===== src/rtl/nand_ctrl_pkg.sv =====
package nand_ctrl_pkg;

  typedef enum logic [2:0] {
    PH_IDLE   = 3'd0,
    PH_SETUP  = 3'd1,
    PH_STROBE = 3'd2,
    PH_HOLD   = 3'd3,
    PH_GAP    = 3'd4
  } phase_t;

endpackage


===== src/rtl/nand_addr_map.sv =====
module nand_addr_map #(
  parameter int AW       = 26,
  parameter int NBANK    = 2,
  parameter int BANK_LSB = 24,
  parameter int CLE_BIT  = 16,
  parameter int ALE_BIT  = 17,
  localparam int BSW     = (NBANK > 1) ? $clog2(NBANK) : 1
) (
  input  logic [AW-1:0]    addr,
  input  logic [NBANK-1:0] bank_en,
  output logic [BSW-1:0]   bank,
  output logic             bank_ok,
  output logic             cle_hit,
  output logic             ale_hit
);

  assign bank    = addr[BANK_LSB +: BSW];
  assign bank_ok = bank_en[bank];
  assign cle_hit = addr[CLE_BIT];
  assign ale_hit = addr[ALE_BIT];

endmodule


===== src/rtl/nand_phase_seq.sv =====
module nand_phase_seq
  import nand_ctrl_pkg::*;
#(
  parameter int TW  = 8,
  localparam int EW = TW + 2
) (
  input  logic          clk,
  input  logic          rst,
  input  logic          start,
  input  logic [TW-1:0] set_v,
  input  logic [TW-1:0] wait_v,
  input  logic [TW-1:0] hold_v,
  input  logic          stall,
  output phase_t        phase,
  output logic          strobe_done,
  output logic [EW-1:0] elapsed
);

  logic [TW-1:0] cnt;

  assign strobe_done = (phase == PH_STROBE) && (cnt == wait_v) && !stall;

  always_ff @(posedge clk) begin
    if (rst) begin
      phase   <= PH_IDLE;
      cnt     <= '0;
      elapsed <= '0;
    end else begin
      if (phase != PH_IDLE && !(&elapsed))
        elapsed <= elapsed + 1'b1;
      unique case (phase)
        PH_IDLE: begin
          if (start) begin
            phase   <= PH_SETUP;
            cnt     <= '0;
            elapsed <= '0;
          end
        end
        PH_SETUP: begin
          if (cnt == set_v) begin
            phase <= PH_STROBE;
            cnt   <= '0;
          end else begin
            cnt <= cnt + 1'b1;
          end
        end
        PH_STROBE: begin
          if (cnt == wait_v) begin
            if (!stall) begin
              phase <= PH_HOLD;
              cnt   <= '0;
            end
          end else begin
            cnt <= cnt + 1'b1;
          end
        end
        PH_HOLD: begin
          if (cnt == hold_v) begin
            phase <= PH_GAP;
            cnt   <= '0;
          end else begin
            cnt <= cnt + 1'b1;
          end
        end
        PH_GAP:  phase <= PH_IDLE;
        default: phase <= PH_IDLE;
      endcase
    end
  end

  // a completion clock is always followed by idle
  p_gap_then_idle_r4: assert property (@(posedge clk) disable iff (rst)
    (phase == PH_GAP) |=> (phase == PH_IDLE));

  // a stalled strobe end keeps the strobe window open
  p_stall_holds_r9: assert property (@(posedge clk) disable iff (rst)
    (phase == PH_STROBE && stall && cnt == wait_v) |=> (phase == PH_STROBE));

endmodule


===== src/rtl/nand_bus_ctrl.sv =====
module nand_bus_ctrl
  import nand_ctrl_pkg::*;
#(
  parameter int AW       = 26,
  parameter int DW       = 16,
  parameter int NBANK    = 2,
  parameter int TW       = 8,
  parameter int BANK_LSB = 24,
  parameter int CLE_BIT  = 16,
  parameter int ALE_BIT  = 17
) (
  input  logic             clk,
  input  logic             rst,
  input  logic             req,
  input  logic             wr,
  input  logic [AW-1:0]    addr,
  input  logic [DW-1:0]    wdata,
  output logic             ack,
  output logic [DW-1:0]    rdata,
  input  logic [NBANK-1:0] bank_en,
  input  logic             wide,
  input  logic             wait_en,
  input  logic [TW-1:0]    t_setup,
  input  logic [TW-1:0]    t_strobe,
  input  logic [TW-1:0]    t_hold,
  input  logic [TW-1:0]    t_hiz,
  output logic [NBANK-1:0] ce_n,
  output logic             we_n,
  output logic             oe_n,
  output logic             cle,
  output logic             ale,
  output logic [DW-1:0]    dq_o,
  output logic             dq_oe,
  input  logic [DW-1:0]    dq_i,
  input  logic             rb_ready
);

  localparam int BSW = (NBANK > 1) ? $clog2(NBANK) : 1;
  localparam int NW  = DW / 2;
  localparam int EW  = TW + 2;

  logic [BSW-1:0] dec_bank;
  logic           dec_ok, dec_cle, dec_ale;
  phase_t         phase;
  logic           strobe_done, start, in_acc;
  logic [EW-1:0]  elapsed;

  logic           a_wr, a_cle, a_ale;
  logic [BSW-1:0] a_bank;
  logic [DW-1:0]  a_wdata;

  nand_addr_map #(
    .AW(AW), .NBANK(NBANK), .BANK_LSB(BANK_LSB),
    .CLE_BIT(CLE_BIT), .ALE_BIT(ALE_BIT)
  ) u_map (
    .addr(addr), .bank_en(bank_en), .bank(dec_bank),
    .bank_ok(dec_ok), .cle_hit(dec_cle), .ale_hit(dec_ale)
  );

  assign start = req && dec_ok && (phase == PH_IDLE);

  nand_phase_seq #(.TW(TW)) u_seq (
    .clk(clk), .rst(rst), .start(start),
    .set_v(t_setup), .wait_v(t_strobe), .hold_v(t_hold),
    .stall(wait_en && !rb_ready),
    .phase(phase), .strobe_done(strobe_done), .elapsed(elapsed)
  );

  always_ff @(posedge clk) begin
    if (rst) begin
      a_wr    <= 1'b0;
      a_cle   <= 1'b0;
      a_ale   <= 1'b0;
      a_bank  <= '0;
      a_wdata <= '0;
      rdata   <= '0;
    end else begin
      if (start) begin
        a_wr    <= wr;
        a_cle   <= dec_cle;
        a_ale   <= dec_ale;
        a_bank  <= dec_bank;
        a_wdata <= wide ? wdata : {{(DW-NW){1'b0}}, wdata[NW-1:0]};
      end
      if (strobe_done && !a_wr)
        rdata <= wide ? dq_i : {{(DW-NW){1'b0}}, dq_i[NW-1:0]};
    end
  end

  assign in_acc = (phase == PH_SETUP) || (phase == PH_STROBE) || (phase == PH_HOLD);

  generate
    for (genvar b = 0; b < NBANK; b++) begin : g_ce
      localparam logic [BSW-1:0] BI = BSW'(b);
      assign ce_n[b] = !(in_acc && a_bank == BI);
    end
  endgenerate

  assign we_n  = !((phase == PH_STROBE) && a_wr);
  assign oe_n  = !((phase == PH_STROBE) && !a_wr);
  assign cle   = in_acc && a_cle;
  assign ale   = in_acc && a_ale;
  assign dq_oe = in_acc && a_wr && (elapsed > EW'(t_hiz));
  assign dq_o  = a_wdata;
  assign ack   = (phase == PH_GAP);

  p_strobe_excl_r3: assert property (@(posedge clk) disable iff (rst)
    !(!we_n && !oe_n));

  p_one_ce_r7: assert property (@(posedge clk) disable iff (rst)
    $countones(~ce_n) <= 1);

  p_ack_released_r4: assert property (@(posedge clk) disable iff (rst)
    ack |-> (&ce_n && !dq_oe));

  p_ack_single_r4: assert property (@(posedge clk) disable iff (rst)
    ack |=> !ack);

  p_drive_only_write_r5: assert property (@(posedge clk) disable iff (rst)
    dq_oe |-> oe_n);

  p_enabled_bank_r8: assert property (@(posedge clk) disable iff (rst)
    ((~ce_n) & ~bank_en) == '0);

  p_latch_in_access_r6: assert property (@(posedge clk) disable iff (rst)
    (cle || ale) |-> !(&ce_n));

endmodule


===== config.mk =====
export PLATFORM = sky130hd
export DESIGN_NAME = nand_bus_ctrl
export DESIGN_NICKNAME = d
export VERILOG_FILES = /design/src/rtl/nand_ctrl_pkg.sv /design/src/rtl/nand_addr_map.sv /design/src/rtl/nand_phase_seq.sv /design/src/rtl/nand_bus_ctrl.sv
export SDC_FILE = /design/constraint.sdc
export NUM_CORES = 1
export LEC_CHECK = 0
export BUFFER_PORTS_ARGS = -buffer_cell sky130_fd_sc_hd__buf_4
export CELL_PAD_IN_SITES_DETAIL_PLACEMENT = 1
export CELL_PAD_IN_SITES_GLOBAL_PLACEMENT = 1
export CORE_ASPECT_RATIO = 1.75
export CORE_MARGIN = 8
export CORE_UTILIZATION = 31
export CTS_CLUSTER_DIAMETER = 150
export DETAILED_ROUTE_END_ITERATION = 6
export PLACE_DENSITY = 0.73
export SLEW_MARGIN = 15
export SYNTH_ARGS = -nofsm -noshare
export SYNTH_HDL_FRONTEND = slang
export SYNTH_SLANG_ARGS = --single-unit
export TNS_END_PERCENT = 1

===== constraint.sdc =====
create_clock -name clk -period 5.3 [get_ports clk]
set_clock_uncertainty 0.05 [all_clocks]
set_input_delay 1.06 -clock clk [delete_from_list [all_inputs] [get_ports clk]]
set_output_delay 1.06 -clock clk [all_outputs]
set_load 0.05 [all_outputs]

==> flow_metrics.py <==
metrics = {
    "yosys": {
        "yosys-top-cells-area": "dfxtp_1, nand2_1, a21oi_1",
        "syn_area_sq_um": 2900,
        "synthMuxAreaShare_pct": 1.08,
        "synth-edff-count": 0,
        "syn_nets": 469,
        "yosysWarnings": 0,
        "synth_top_family_by_area": "simple AND/OR/NAND/NOR gates",
        "ys_seq_area_share_pct": 39.4,
        "synth-seq-cells": 57,
        "synth_compound_area_share_pct": 15.3,
        "yosys.cell_types.count": 45,
        "yosysTopAreaCellShare_pct": 39.4,
        "synthSimpleGateAreaFrac_pct": 24.6,
        "synthAdderAreaFrac_pct": 4.32,
        "syn-instance-count": 360,
        "synthXorXnorAreaFrac_pct": 9.06,
        "synth_ff_type": "dfxtp_1",
        "syn_area_per_cell_sq_um": 8.05,
        "yosys.area.top_type": "dfxtp_1",
        "synth-async-reset-ratio_pct": 0,
    },
    "setup_path": {
        "crit_arrival_ps": 2390,
        "r2r_start": "u_seq.phase[2]",
        "r2r_setup_slack_ps": 2670,
        "crit_path_start_kind": "input port",
        "end_kind": "output port",
        "critical-path-top-delay-family": "compound AO/OA/AOI/OAI gates",
        "reg2regPathDepth": 4,
        "setup.worst_path.class": "input port to output port",
        "required_ps": 4190,
        "r2r-end": "u_seq.elapsed[9]",
        "worstPathCellList": "buf_4, inv_1, ha_1, nor2b_1, o21ai_0, nand2b_1, a21oi_1, o21a_1, o21ai_0, buf_4",
        "crit_fanout": 2,
        "critPathBufInv": 3,
        "slowest_delay_ps": 290,
        "critPathSlowestCell": "ha_1",
    },
    "floorplan": {
        "die_height_um": 144,
        "die_x_um": 89.1,
        "num_rows": 46,
        "die-area_sq_um": 12800,
        "pin_count": 139,
        "core-area_sq_um": 9090,
        "start_util_pct": 31.9,
    },
    "clock_tree": {
        "cts_setup_buffers": 0,
        "cts_tree": "yes",
        "cts_sinks": 57,
        "ctsHoldBuffers": 0,
        "cts_made_buffers": 9,
        "cts-root-buf": "clkbuf_16",
        "insertion_delay_ps": 330,
        "cts_buffer_depth": 2,
        "h-tree-depth": 3,
        "cts.clk_slew.worst_paths_ps": 50,
        "postCtsResizedCells": 0,
    },
    "min_path": {
        "min_path_cells": 2,
        "worstHoldStart": "rdata[8]",
        "hold_end": "rdata[8]",
        "hold_path.class": "flop to flop",
    },
    "final_layout": {
        "layout.cells.non_filler": 587,
        "fillCellCount": 1164,
        "area_growth_pct": 39.6,
        "seq_area_sq_um": 1140,
        "n_antenna_cell": 0,
        "drive_gt1_share_pct": 29.1,
        "final_nets": 571,
        "multi_input_area_sq_um": 1580,
    },
    "sta": {
        "fmax_mhz": 285,
        "min_period_ps": 3500,
        "setup_tns_ps": 0,
        "drv_slew": 0,
        "post-route-period-util_pct": 66.1,
        "finalHoldViolations": 0,
        "tightestPinTransition_ps": 804,
        "rsz0062_at_grt": "false",
        "setup_ws_ps": 1800,
        "whs_ps": 402,
        "setup_viol": 0,
        "relSlewSlack_pct": 46.3,
    },
    "drt": {
        "drc": 0,
        "routed_wl_um": 9570,
        "viasPerCell": 4.94,
        "antenna_left": 0,
        "drt-wirelength-per-cell_um": 16.3,
        "firstDrtPassIters": 4,
        "vias": 2899,
        "drt_iter0_drc": 66,
    },
    "placed_design": {
        "portBuffers": 115,
        "gp_congestion": 0.722,
        "dp_hpwl_um": 7490,
        "pre_cts_ws_ps": 1760,
        "place_inst": 571,
    },
    "global_routing": {
        "antenna_found_initial": 0,
        "grtUsageTotal_pct": 15.5,
        "grt_pass1_vias": 3172,
        "grt_pass1_wl_um": 15300,
        "grt_max_degree": 44,
        "overflow": 0,
    },
    "status": {
        "outcome": "complete, no violations",
    },
    "pwr": {
        "ir_drop_uv": 215,
        "power_leakage_nw": 1.69,
        "power-per-cell-area_nw_per_um2": 361,
        "total_power_w": 0.00146,
    },
    "run": {
        "drv_cap": 0,
    },
}
-- cell type report --
| type | instances | area share [%] |
|---|---|---|
| clock buffer | 13 | 6.43 |
| sequential | 57 | 28.2 |
| clock inverter | 3 | 0.371 |
| tap | 120 | 3.71 |
| inverter | 11 | 1.02 |
| timing repair buffer | 115 | 21.3 |
| multi-input combinational | 268 | 38.9 |
-- sequential cells by signal, summed over array words and instances (netlist names), 3 cells and up --
| signal | flops |
|---|---|
| u_seq.elapsed | 10 |
| u_seq.phase | 3 |
| rdata | 16 |
| u_seq.cnt | 8 |
| dq_o | 16 |
-- kinds of logic (layout without fill, tap and decap cells) --
family	Yosys count	count (layout)
AND/OR/NAND/NOR	148	148
flip-flops	57	57
buffers and inverters	35	142
XOR/XNOR	30	30
multiplexers	3	3
AO/OA/AOI/OAI	77	77
adder cells (fa/ha/maj)	10	10
-- through the flow --
step	utilization, %	area [sq um]
floorplan	-	2900
detailed placement	41.5	3770
global placement	41.5	3770
CTS	44.5	4050
global route	44.5	4050
finish	44.5	4050
-- where the power goes --
group	internal, W	switching, W
Sequential	0.000462	0.0000411
Clock	0.000339	0.000192
Combinational	0.000158	0.000268
Total	0.000959	0.000501
-- Yosys cell counts, types with 3 or more instances --
library cell / n
a21oi_1: 48
o21ai_0: 11
nand4_1: 7
buf_6: 3
xor2_1: 17
buf_2: 5
xnor2_1: 13
nand2b_1: 3
buf_4: 3
ha_1: 10
or3_1: 9
inv_1: 11
nor3_1: 3
and2_1: 4
clkbuf_1: 11
dfxtp_1: 57
nand2_1: 68
nand3_1: 23
o211ai_1: 4
nor2_1: 16
-- per-layer routing --
metal | global-route usage [%] | vias up | wire length, um
li1 | - | 1435 | -
met1 | 14.5 | 1379 | 3470
met2 | 29.3 | 75 | 5330
met3 | 4.06 | 10 | 577
met4 | 7.67 | 0 | 193
met5 | 0 | - | 0
-- placed cells by master (no fill, tap or decap), types with 3 or more instances in the layout --
master     count
or3_1          9
nand4_1        7
o211ai_1       4
nand3_1       23
a21oi_1       48
inv_1         11
ha_1          10
nand2_1       68
xor2_1        17
o21ai_0       11
clkinv_2       3
clkbuf_16      9
nand2b_1       3
nor3_1         3
nor2_1        16
xnor2_1       13
buf_4        115
and2_1         4
dfxtp_1       57
-- worst min-delay path: cells and delay by family (launching register included) --
| kind | cells | cell delay (ps) |
|---|---|---|
| flip-flops | 1 | 300 |
| AO/OA/AOI/OAI | 1 | 50 |
| AND/OR/NAND/NOR | 1 | 50 |
-- worst max-delay path by stage --
| stage | startpoint | endpoint | slack (ps) | depth (start not counted) |
|---|---|---|---|---|
| final | t_hiz[1] | dq_oe | 1800 | 10 |
| after global routing | t_hiz[1] | dq_oe | 1640 | 10 |
| after detailed placement | t_hiz[1] | dq_oe | 1760 | 10 |
| after global placement | t_hiz[1] | dq_oe | 1820 | 10 |
| after floorplan | t_hiz[1] | dq_oe | 1280 | 8 |
| after CTS | t_hiz[1] | dq_oe | 1760 | 10 |
No activity file was read; power rests on OpenSTA's default activity.
